--- src/rtl/pfd_gate_pkg.sv ---
package pfd_gate_pkg;

  localparam int unsigned DEF_N_DIV = 4;

  typedef struct packed {
    logic bypass;
    logic enable;
    logic auto_gate;
    logic lock_rise;
    logic unlocked;
  } grp_ctrl_t;

endpackage

--- src/rtl/pfd_rst_sync.sv ---
module pfd_rst_sync #(
  parameter int unsigned STAGES = 2
) (
  input  logic clk,
  input  logic rst_n,
  output logic rst_sync_n
);

  logic [STAGES-1:0] chain_q;

  always_ff @(posedge clk or negedge rst_n) begin
    if (!rst_n) chain_q <= '0;
    else        chain_q <= {chain_q[STAGES-2:0], 1'b1};
  end

  assign rst_sync_n = chain_q[STAGES-1];

endmodule

--- src/rtl/pfd_lock_track.sv ---
module pfd_lock_track
  import pfd_gate_pkg::*;
(
  input  logic      clk,
  input  logic      rst_ni,
  input  logic      pll_lock,
  input  logic      grp_bypass,
  input  logic      grp_enable,
  output grp_ctrl_t grp_ctrl,
  output logic      pll_out_en
);

  logic lock_q, lock_d;
  logic pll_en_q, pll_en_d;
  logic auto_gate;

  always_comb begin
    auto_gate = ~grp_bypass & ~pll_lock;
    lock_d    = pll_lock;
    pll_en_d  = grp_enable & ~auto_gate;
  end

  always_ff @(posedge clk or negedge rst_ni) begin
    if (!rst_ni) begin
      lock_q   <= 1'b0;
      pll_en_q <= 1'b1;
    end else begin
      lock_q   <= lock_d;
      pll_en_q <= pll_en_d;
    end
  end

  always_comb begin
    grp_ctrl.bypass    = grp_bypass;
    grp_ctrl.enable    = grp_enable;
    grp_ctrl.auto_gate = auto_gate;
    grp_ctrl.lock_rise = pll_lock & ~lock_q;
    grp_ctrl.unlocked  = ~pll_lock;
  end

  assign pll_out_en = pll_en_q;

  // unlocked without bypass forces the PLL output off next cycle
  p_auto_gate_r6: assert property (@(posedge clk) disable iff (!rst_ni)
    ($past(!grp_bypass && !pll_lock)) |-> !pll_out_en);

  // group disable turns PLL output off
  p_enable_off_r3: assert property (@(posedge clk) disable iff (!rst_ni)
    (!$past(grp_enable)) |-> !pll_out_en);

endmodule

--- src/rtl/pfd_div_lane.sv ---
module pfd_div_lane
  import pfd_gate_pkg::*;
(
  input  logic      clk,
  input  logic      rst_ni,
  input  grp_ctrl_t grp_ctrl,
  input  logic      gate_in,
  output logic      clk_en,
  output logic      src_ref,
  output logic      rst_pend
);

  logic en_q, en_d;
  logic sel_q, sel_d;
  logic pend_q, pend_d;
  logic gate_q, gate_d;
  logic seen_q, seen_d;
  logic gated_now, gate_fall;

  always_comb begin
    gated_now = gate_in | grp_ctrl.auto_gate | ~grp_ctrl.enable;
    gate_fall = gate_q & ~gate_in;
    en_d      = ~gated_now;
    sel_d     = grp_ctrl.bypass;
    gate_d    = gate_in;

    seen_d = seen_q;
    if (grp_ctrl.lock_rise)                  seen_d = 1'b0;
    else if (grp_ctrl.unlocked && gated_now) seen_d = 1'b1;

    pend_d = pend_q;
    if (grp_ctrl.lock_rise) pend_d = ~seen_q;
    else if (gate_fall)     pend_d = 1'b0;
  end

  always_ff @(posedge clk or negedge rst_ni) begin
    if (!rst_ni) begin
      en_q   <= 1'b1;
      sel_q  <= 1'b1;
      pend_q <= 1'b1;
      gate_q <= 1'b0;
      seen_q <= 1'b0;
    end else begin
      en_q   <= en_d;
      sel_q  <= sel_d;
      pend_q <= pend_d;
      gate_q <= gate_d;
      seen_q <= seen_d;
    end
  end

  assign clk_en   = en_q;
  assign src_ref  = sel_q;
  assign rst_pend = pend_q;

  // bypassed unlock with no software gating keeps the divider running
  p_bypass_unlock_r7: assert property (@(posedge clk) disable iff (!rst_ni)
    ($past(grp_ctrl.bypass && grp_ctrl.unlocked && grp_ctrl.enable && !gate_in))
    |-> clk_en);

  // source select tracks sampled bypass
  p_sel_follow_r2: assert property (@(posedge clk) disable iff (!rst_ni)
    src_ref == $past(grp_ctrl.bypass));

  // gate high then low clears the pending flag
  p_pend_clear_r10: assert property (@(posedge clk) disable iff (!rst_ni)
    ($past(gate_q && !gate_in && !grp_ctrl.lock_rise)) |-> !rst_pend);

  // gated divider never enabled, bypassed or not
  p_gated_off_r5: assert property (@(posedge clk) disable iff (!rst_ni)
    $past(gate_in) |-> !clk_en);

endmodule

--- src/rtl/pfd_gate_ctrl.sv ---
module pfd_gate_ctrl
  import pfd_gate_pkg::*;
#(
  parameter int unsigned N_DIV       = DEF_N_DIV,
  parameter int unsigned SYNC_STAGES = 2
) (
  input  logic             clk,
  input  logic             rst_n,
  input  logic             pll_lock,
  input  logic             grp_bypass,
  input  logic             grp_enable,
  input  logic [N_DIV-1:0] sw_gate,
  output logic             pll_out_en,
  output logic [N_DIV-1:0] div_clk_en,
  output logic [N_DIV-1:0] div_src_ref,
  output logic [N_DIV-1:0] div_rst_pend
);

  logic      rst_ni;
  grp_ctrl_t grp_ctrl;

  pfd_rst_sync #(.STAGES(SYNC_STAGES)) u_rst (
    .clk        (clk),
    .rst_n      (rst_n),
    .rst_sync_n (rst_ni)
  );

  pfd_lock_track u_lock (
    .clk        (clk),
    .rst_ni     (rst_ni),
    .pll_lock   (pll_lock),
    .grp_bypass (grp_bypass),
    .grp_enable (grp_enable),
    .grp_ctrl   (grp_ctrl),
    .pll_out_en (pll_out_en)
  );

  for (genvar gi = 0; gi < N_DIV; gi++) begin : g_lane
    pfd_div_lane u_lane (
      .clk      (clk),
      .rst_ni   (rst_ni),
      .grp_ctrl (grp_ctrl),
      .gate_in  (sw_gate[gi]),
      .clk_en   (div_clk_en[gi]),
      .src_ref  (div_src_ref[gi]),
      .rst_pend (div_rst_pend[gi])
    );
  end

  // group disable turns off every divider
  p_grp_off_r3: assert property (@(posedge clk) disable iff (!rst_ni)
    (!$past(grp_enable)) |-> (div_clk_en == '0));

  // automatic gating of all dividers
  p_auto_all_r6: assert property (@(posedge clk) disable iff (!rst_ni)
    ($past(!grp_bypass && !pll_lock)) |-> (div_clk_en == '0));

endmodule

--- config.mk ---
export PLATFORM = sky130hd
export DESIGN_NAME = pfd_gate_ctrl
export DESIGN_NICKNAME = d
export VERILOG_FILES = /design/src/rtl/pfd_gate_pkg.sv /design/src/rtl/pfd_rst_sync.sv /design/src/rtl/pfd_lock_track.sv /design/src/rtl/pfd_div_lane.sv /design/src/rtl/pfd_gate_ctrl.sv
export SDC_FILE = /design/constraint.sdc
export NUM_CORES = 1
export LEC_CHECK = 0
export BUFFER_PORTS_ARGS = -buffer_cell sky130_fd_sc_hd__buf_2
export CAP_MARGIN = 5
export CORE_MARGIN = 3
export CORE_UTILIZATION = 53
export CTS_CLUSTER_SIZE = 10
export DETAILED_ROUTE_END_ITERATION = 8
export PLACE_DENSITY_LB_ADDON = 0.3
export SLEW_MARGIN = 20
export SYNTH_ARGS = -nofsm -noshare
export SYNTH_HDL_FRONTEND = slang
export SYNTH_SLANG_ARGS = --single-unit
--- constraint.sdc ---
create_clock -name clk -period 1.2 [get_ports clk]
set_input_delay 0.06 -clock clk [delete_from_list [all_inputs] [get_ports clk]]
set_output_delay 0.06 -clock clk [all_outputs]
set_load 0.005 [all_outputs]
Word-level counts from Yosys, hierarchy flattened
Index checks and enable logic that the tools add are counted.

Bits in registers: 21. Output and inout port bits: 13. Word-level logic and storage cells: 80.

Mux-type cells: 16. Bitwise operators: 32. Reductions and logical operators: 12.

Operators by type and width (count): NOT 1 bit (17); two-way mux 1 bit (16); nonzero test 2 bit (8); bitwise OR 1 bit (8); AND 1 bit (7); logical AND 1 bit (4).

Longest topological paths before layout
Gate-level depths: netlist of run 1.

Depth after elaboration: 7. Depth in mapped cells: 3. Depth with buffers taken out: 2.

By module
From an unflattened synthesis of run 1, not the netlist that was laid out.

Cell total of the unflattened synthesis: 64. Area total of the unflattened synthesis: 882.1 um^2.

Modules (own cells, without submodules): pfd_div_lane (times used 4, cells each 13, area an instance 182.7 um^2); pfd_lock_track (times used 1, cells each 9, area an instance 97.6 um^2); pfd_rst_sync (times used 1, cells each 3, area an instance 53.8 um^2).

Worst setup path after synthesis of run 1
OpenSTA, ideal clock, no wires.

Kind: reg-to-reg. From: register u_lock.lock_q. To: register g_lane[0].u_lane.pend_q. Library setup time: 0.091 ns. Arrival: 0.862 ns. Data required time: 1.109 ns. Slack: 0.248 ns. Stages on the path, launching flop included: 3. Path buffers: 0. Cell sequence: dfrtp_1 or3b_1 o31ai_1.

Longest elaborated chain between the ends: 3.

RTL lines: start: declaration (RTL line pfd_lock_track.sv:13) `logic lock_q, lock_d;`; start signal: assignment (RTL line pfd_lock_track.sv:28) `lock_q <= lock_d;`; NOT 1 bit (*) (RTL line pfd_lock_track.sv:37) `grp_ctrl.lock_rise = pll_lock & ~lock_q;`; AND 1 bit (*) (RTL line pfd_lock_track.sv:37); two-way mux 1 bit / nonzero test 2 bit (equally long branches); end signal: assignment (RTL line pfd_div_lane.sv:46) `pend_q <= pend_d;`; end: declaration (RTL line pfd_div_lane.sv:15) `logic pend_q, pend_d;`.

Mark *: on every way between the ends. The rest lies on a longest branch, timed or not. A chain may end at the register's enable or synchronous reset.

Worst setup path after layout of run 1
Same ends and word-level chain as after synthesis.

==> results.ini, run 1 <==
[grt]
grt_busiest_layer=met2
met3_usage=0.0237
grt_pass1_wl_mm=2.42
met2_usage=0.288
grt_max_degree=20
antenna_found_initial=0
gr-usage-all-layers=0.168
met1_usage=0.193
grt_pass1_vias=577
grt_overflow=0

[floorplan]
coreArea_um2=1400
die_h_um=46.0
die_x_um=46.0
die_area_um2=2110
rows=13
initial_core_util=0.606
io_pins=22

[timing]
fin_tns_setup_ns=0
rsz0062_at_grt=no
min_period_ns=1.06
hold_viol_final=0
fin_worst_skew_ns=0.00630
fmax_ghz=0.945
report.final.setup_viol=0
fin_crit_sh=0.882
final_max_slew_viol_count=0

[flow_run]
maxCapViolations=0

[yosys]
synth_area_leader_cell=dfrtp_1
synth_top_flop_cell=dfrtp_1
yosysUniqueCellTypes=13
synth_edf_count=0
ys_ff_latch=21
synth_xor_area_frac=0
async_reset_ff_frac=1.00
synth_area_per_cell_um2=12.1
syn_area_um2=847
syn_inst=70
synth-compound-area-share=0.0827
synth_seq_area_share=0.635
yosys-top-cells-count=13 x buf_4, 11 x dfrtp_1, 10 x dfstp_2
yosys.area_share.adder=0
yosysMostFrequentCell=buf_4
syn_nets=79
synth_top_family_by_area=simple AND/OR/NAND/NOR gates
synth_area_leaders=dfrtp_1 32%, dfstp_2 31%, buf_4 12%
synth-simple-area-share=0.140
synth_top_area_share=0.325
yosysWarnings=0
synthMuxAreaShare=0

[drt]
drt-total-wl_mm=1.44
drt_first_pass_iters=3
num_vias=535
post-route-drc-count=0
vias_per_cell=5.05
wire_per_inst_um=13.6
drtAntennaViolNets=0
drt-initial-drc-count=6

[place]
dpl_cell_area_um2=881
dpl.hpwl_um=937
place_congestion=0.776
port_buffers=21
dpl.cell_count=94

[worst_setup_path]
worstSetupPathType=flip-flop to flip-flop
crit_chain=or3b_1 -> o31ai_1
cp_slowest_stage_delay_ns=0.50
cp-end-kind=flip-flop
worstReg2RegEnd=g_lane[0].u_lane.rst_pend
required_ns=1.42
critPathTopFamily=flip-flops
rr_worst_depth=2
slowest_stage=dfrtp_1
critPathLaunchType=flip-flop
timing.rr.start=u_lock.lock_q
path_max_fanout=9
r2r_slack_ns=0.14
path_buf_inv=0
cp.arrival_ns=1.28

[cells_and_area]
fillers=101
final_util=0.706
diodes=0
design_area_um2=987
multiInputGateArea_um2=193
regArea_um2=538
layout-drive-gt1-share=0.396
fin_cells=106
syn2layout_area_growth_pct=16.5
nets=101

[clock_network]
cts_sinks=21
path_clk_slew_ns=0.11
cts_max_path_buffers=2
cts-buffers-inserted=3
clock_latency_ns=0.31
htreeDepth=1
tritoncts=done
cts_root_buffer=clkbuf_4

[power]
report.power.total_w=0.00128
power_leakage_nw=0.461
power.density_nw_per_um2=1300
ir_drop_mv=0.897

[hold_path]
min_path_type=input port to asynchronous set/reset pin

[status]
status=complete, no violations

[sequential cells by signal, summed over array words and instances, names as in the netlist]
signal,count
u_lock.pll_out_en,1
u_lock.lock_q,1
g_lane.u_lane.gate_q,4
g_lane.u_lane.clk_en,4
g_lane.u_lane.seen_q,4
u_rst.chain_q,2
g_lane.u_lane.rst_pend,4
g_lane.u_lane.src_ref,1
[worst register-to-register path: cells and delay by family (launching register included)]
family,cells,cell delay [ns]
flip-flops,1,0.50
AND/OR/NAND/NOR,1,0.39
AO/OA/AOI/OAI,1,0.08
[report_power, final]
part	switching [W]	total, W	internal (W)
Sequential	0.0000240	0.000797	0.000773
Clock	0.000206	0.000336	0.000130
Combinational	0.0000745	0.000151	0.0000763
Total	0.000305	0.00128	0.000979
[layer usage]
metal | vias to the layer above | share of wire
li1 | 257 | -
met1 | 256 | 0.42
met2 | 17 | 0.50
met3 | 5 | 0.050
met4 | 0 | 0.025
met5 | - | 0
[placed cells by master (no fill, tap or decap), types with 4 or more instances in the layout]
cell / synthesis / final
buf_2: 0 / 21
dfrtp_1: 11 / 11
dfstp_2: 10 / 10
nor2_1: 8 / 8
dlygate4sd3_1: 0 / 8
inv_1: 5 / 5
nor2b_1: 4 / 4
or3b_1: 4 / 4
o31ai_1: 4 / 4
nand2_1: 4 / 4
a32oi_1: 4 / 4
[per-stage QoR]
stage / setup WS (ns) / hold slack, ns
floorplan: 0.248 / -0.236
global placement: 0.205 / -0.155
detailed placement: 0.167 / -0.154
CTS: 0.133 / 0.0526
global route: 0.0348 / 0.0864
finish: 0.142 / 0.0743
[worst max path at each step]
stage                                           end           from  cells after the start  slack, ns
after floorplan           g_lane[0].u_lane.rst_pend  u_lock.lock_q                      2       0.25
after global placement    g_lane[0].u_lane.rst_pend  u_lock.lock_q                      2       0.20
after detailed placement  g_lane[0].u_lane.rst_pend  u_lock.lock_q                      2       0.17
after CTS                 g_lane[0].u_lane.rst_pend  u_lock.lock_q                      2       0.13
after global routing              u_lock.pll_out_en       pll_lock                      4       0.03
final                     g_lane[0].u_lane.rst_pend  u_lock.lock_q                      2       0.14
[cell families (layout without fill, tap and decap cells)]
| family | Yosys count | count (layout) |
|---|---|---|
| flops | 21 | 21 |
| simple gates | 21 | 21 |
| buf+inv | 18 | 39 |
| compound gates | 9 | 9 |
| other cells | 1 | 1 |
[area by class of cell]
| type | instances | share of cell area |
|---|---|---|
| Sequential cell | 21 | 0.545 |
| Tap cell | 15 | 0.0190 |
| Timing Repair Buffer | 30 | 0.195 |
| Multi-Input combinational cell | 31 | 0.195 |
| Clock buffer | 4 | 0.0266 |
| Inverter | 5 | 0.0190 |
[timing repair]
action / in CTS / in global routing
resized for setup: 0 / 0
buffers inserted: 0 / 0
hold buffers: 8 / 0
hold endpoints to repair: 13 / 0
setup endpoints to repair: 0 / 0
Note: power is estimated with default switching activity, not from simulation.
==> run 2, diff against run 1 <==
--- a/config.mk
+++ b/config.mk
@@ -7,8 +7,10 @@
 export LEC_CHECK = 0
 export BUFFER_PORTS_ARGS = -buffer_cell sky130_fd_sc_hd__buf_2
 export CAP_MARGIN = 5
+export CELL_PAD_IN_SITES_DETAIL_PLACEMENT = 2
+export CELL_PAD_IN_SITES_GLOBAL_PLACEMENT = 2
 export CORE_MARGIN = 3
-export CORE_UTILIZATION = 53
+export CORE_UTILIZATION = 34
 export CTS_CLUSTER_SIZE = 10
 export DETAILED_ROUTE_END_ITERATION = 8
 export PLACE_DENSITY_LB_ADDON = 0.3
==> results.ini, run 2 (synthesized netlist as in run 1, its figures left out) <==
[floorplan]
die_h_um=55.9  ; was 46.0 um
io_pins=22  ; unchanged
die_area_um2=3130  ; was 2110 um^2
coreArea_um2=2300  ; was 1400 um^2
die_x_um=55.9  ; was 46.0 um
initial_core_util=0.369  ; was 0.606
rows=17  ; was 13

[cells_and_area]
diodes=0  ; unchanged
layout-drive-gt1-share=0.400  ; was 0.396
nets=100  ; was 101
mostFrequentLayoutCell=buf_2  ; unchanged
final_cell_mix=21 x buf_2, 11 x dfrtp_1, 10 x dfstp_2  ; unchanged
fillers=251  ; was 101
syn2layout_area_growth_pct=17.3  ; was 16.5%

[power]
comb_power_share=0.116  ; was 0.117
report.power.total_w=0.00128  ; about the same
power_leakage_nw=0.457  ; was 0.461 nW
swShare=0.235  ; was 0.237
pwr-share-seq=0.627  ; was 0.621
power_switching_w=0.000300  ; was 0.000305 W
intPower_w=0.000977  ; was 0.000979 W
power.density_nw_per_um2=1290  ; was 1300 nW/um^2
ir_drop_mv=0.665  ; was 0.897 mV
p_clk_frac=0.257  ; was 0.262

[grt]
grt_pass1_vias=679  ; was 577
grt_pass1_wl_mm=3.08  ; was 2.42 mm
antenna_found_initial=0  ; unchanged
gr-usage-all-layers=0.123  ; was 0.168
grt_max_degree=18  ; was 20
grt_overflow=0  ; unchanged

[drt]
wire_per_inst_um=13.8  ; was 13.6 um
wl_met3_um=63  ; was 72 um
post-route-drc-count=0  ; unchanged
vias_per_cell=4.69  ; was 5.05
met1_length_um=698  ; was 605 um
highest_layer=met4  ; unchanged
route.met2.wl_um=846  ; was 724 um
drt-initial-drc-count=0  ; was 6
drt_first_pass_iters=1  ; was 3
num_vias=553  ; was 535
drt-total-wl_mm=1.62  ; was 1.44 mm
drtAntennaViolNets=0  ; unchanged

[clock_network]
clock_latency_ns=0.29  ; was 0.31 ns
cts_setup_buffers=0  ; unchanged
cts_root_buffer=clkbuf_4  ; unchanged
cts_sinks=21  ; unchanged
cts_max_path_buffers=2  ; unchanged
cts-buffers-inserted=3  ; unchanged
path_clk_slew_ns=0.11  ; about the same
htreeDepth=1  ; unchanged
tritoncts=done  ; unchanged

[worst_setup_path]
r2r_slack_ns=0.15  ; was 0.14 ns
cp.arrival_ns=1.30  ; was 1.28 ns
worstReg2RegEnd=g_lane[2].u_lane.rst_pend  ; was g_lane[0].u_lane.rst_pend
worstSetupPathType=input port to flip-flop  ; was flip-flop to flip-flop
crit_chain=dlygate4sd3_1 -> buf_2 -> o21ai_1 -> nor2_1  ; was or3b_1 -> o31ai_1
rr_worst_depth=2  ; unchanged
cp-end-kind=flip-flop  ; unchanged
cp_slowest_stage_delay_ns=0.52  ; was 0.50 ns
timing.rr.start=u_lock.lock_q  ; unchanged
critPathLaunchType=input port  ; was flip-flop
required_ns=1.41  ; was 1.42 ns
slowest_stage=dlygate4sd3_1  ; was dfrtp_1
path_max_fanout=11  ; was 9

[place]
dpl.hpwl_mm=1.19  ; was 937 um
place_ws_ns=0.164  ; was 0.167 ns
port_buffers=21  ; unchanged
place_congestion=0.674  ; was 0.776

[hold_path]
hp-start=grp_enable
hold_end=g_lane[0].u_lane.seen_q
hold_depth=2
min_path_type=input port to flip-flop  ; was input port to asynchronous set/reset pin

[timing]
fin_worst_skew_ns=0.00139  ; was 0.00630 ns
relSlewSlack=0.663
fmax_ghz=0.916  ; was 0.945 GHz
rsz0062_at_grt=no  ; unchanged
worst_slew_pin_slew_ns=0.503
final_max_slew_viol_count=0  ; unchanged
min_period_ns=1.09  ; was 1.06 ns
report.final.setup_viol=0  ; unchanged
fin_tns_setup_ns=0  ; unchanged
fin_crit_sh=0.909  ; was 0.882
setup_ws_ns=0.109  ; was 0.142 ns
hold_viol_final=0  ; unchanged

[flow_run]
maxCapViolations=0  ; unchanged

[status]
status=complete, no violations  ; unchanged

-- run 2: routing by layer --
layer	global-route usage	vias to the layer above
li1	-	258
met5	0	-
met1	0.146	281
met2	0.230	12
met4	0.0305	0
met3	0.0209	2
-- run 2: layout make-up --
| type | count | area, um^2 | share of cell area |
|---|---|---|---|
| Clock buffer | 4 | 26.3 | 0.0264 |
| Inverter | 5 | 18.8 | 0.0189 |
| Multi-Input combinational cell | 31 | 193 | 0.194 |
| Sequential cell | 21 | 538 | 0.542 |
| Tap cell | 28 | 35.0 | 0.0353 |
| Timing Repair Buffer | 29 | 183 | 0.184 |
-- run 2: power by group through the flow --
stage	Sequential (W)	Clock, W	Combinational (W)
after floorplan	0.000814	0	0.0000946
after global placement	0.000810	0	0.000130
after detailed placement	0.000814	0	0.000137
after CTS	0.000802	0.000337	0.000154
after global routing	0.000810	0.000371	0.000171
final	0.000800	0.000328	0.000149
-- run 2: per-stage QoR --
stage	util	cell area (um^2)	hold WS, ns	cells
after floorplan	-	847	-0.236	70
after global placement	0.391	897	-0.156	107
after detailed placement	0.391	897	-0.153	107
after CTS	0.432	993	0.0330	118
after global routing	0.432	993	0.0429	118
final	0.432	993	0.0313	118
-- run 2: critical path: cells and delay by family --
kind | cells | cell delay, ns
compound gates | 1 | 0.44
buf+inv | 2 | 0.70
simple gates | 1 | 0.10
-- run 2: repair_timing --
item	CTS	global route
hold buffers	7	0
resized for setup	0	0
hold endpoints to repair	12	0
-- run 2: worst max path at each step --
stage / endpoint / cells past startpoint / slack (ns) / startpoint
after CTS: g_lane[0].u_lane.clk_en / 4 / 0.10 / pll_lock
after floorplan: g_lane[0].u_lane.rst_pend / 2 / 0.25 / u_lock.lock_q
after detailed placement: g_lane[2].u_lane.rst_pend / 2 / 0.16 / u_lock.lock_q
after global routing: u_lock.pll_out_en / 4 / 0.03 / pll_lock
after global placement: g_lane[2].u_lane.rst_pend / 2 / 0.19 / u_lock.lock_q
final: g_lane[0].u_lane.clk_en / 4 / 0.11 / pll_lock
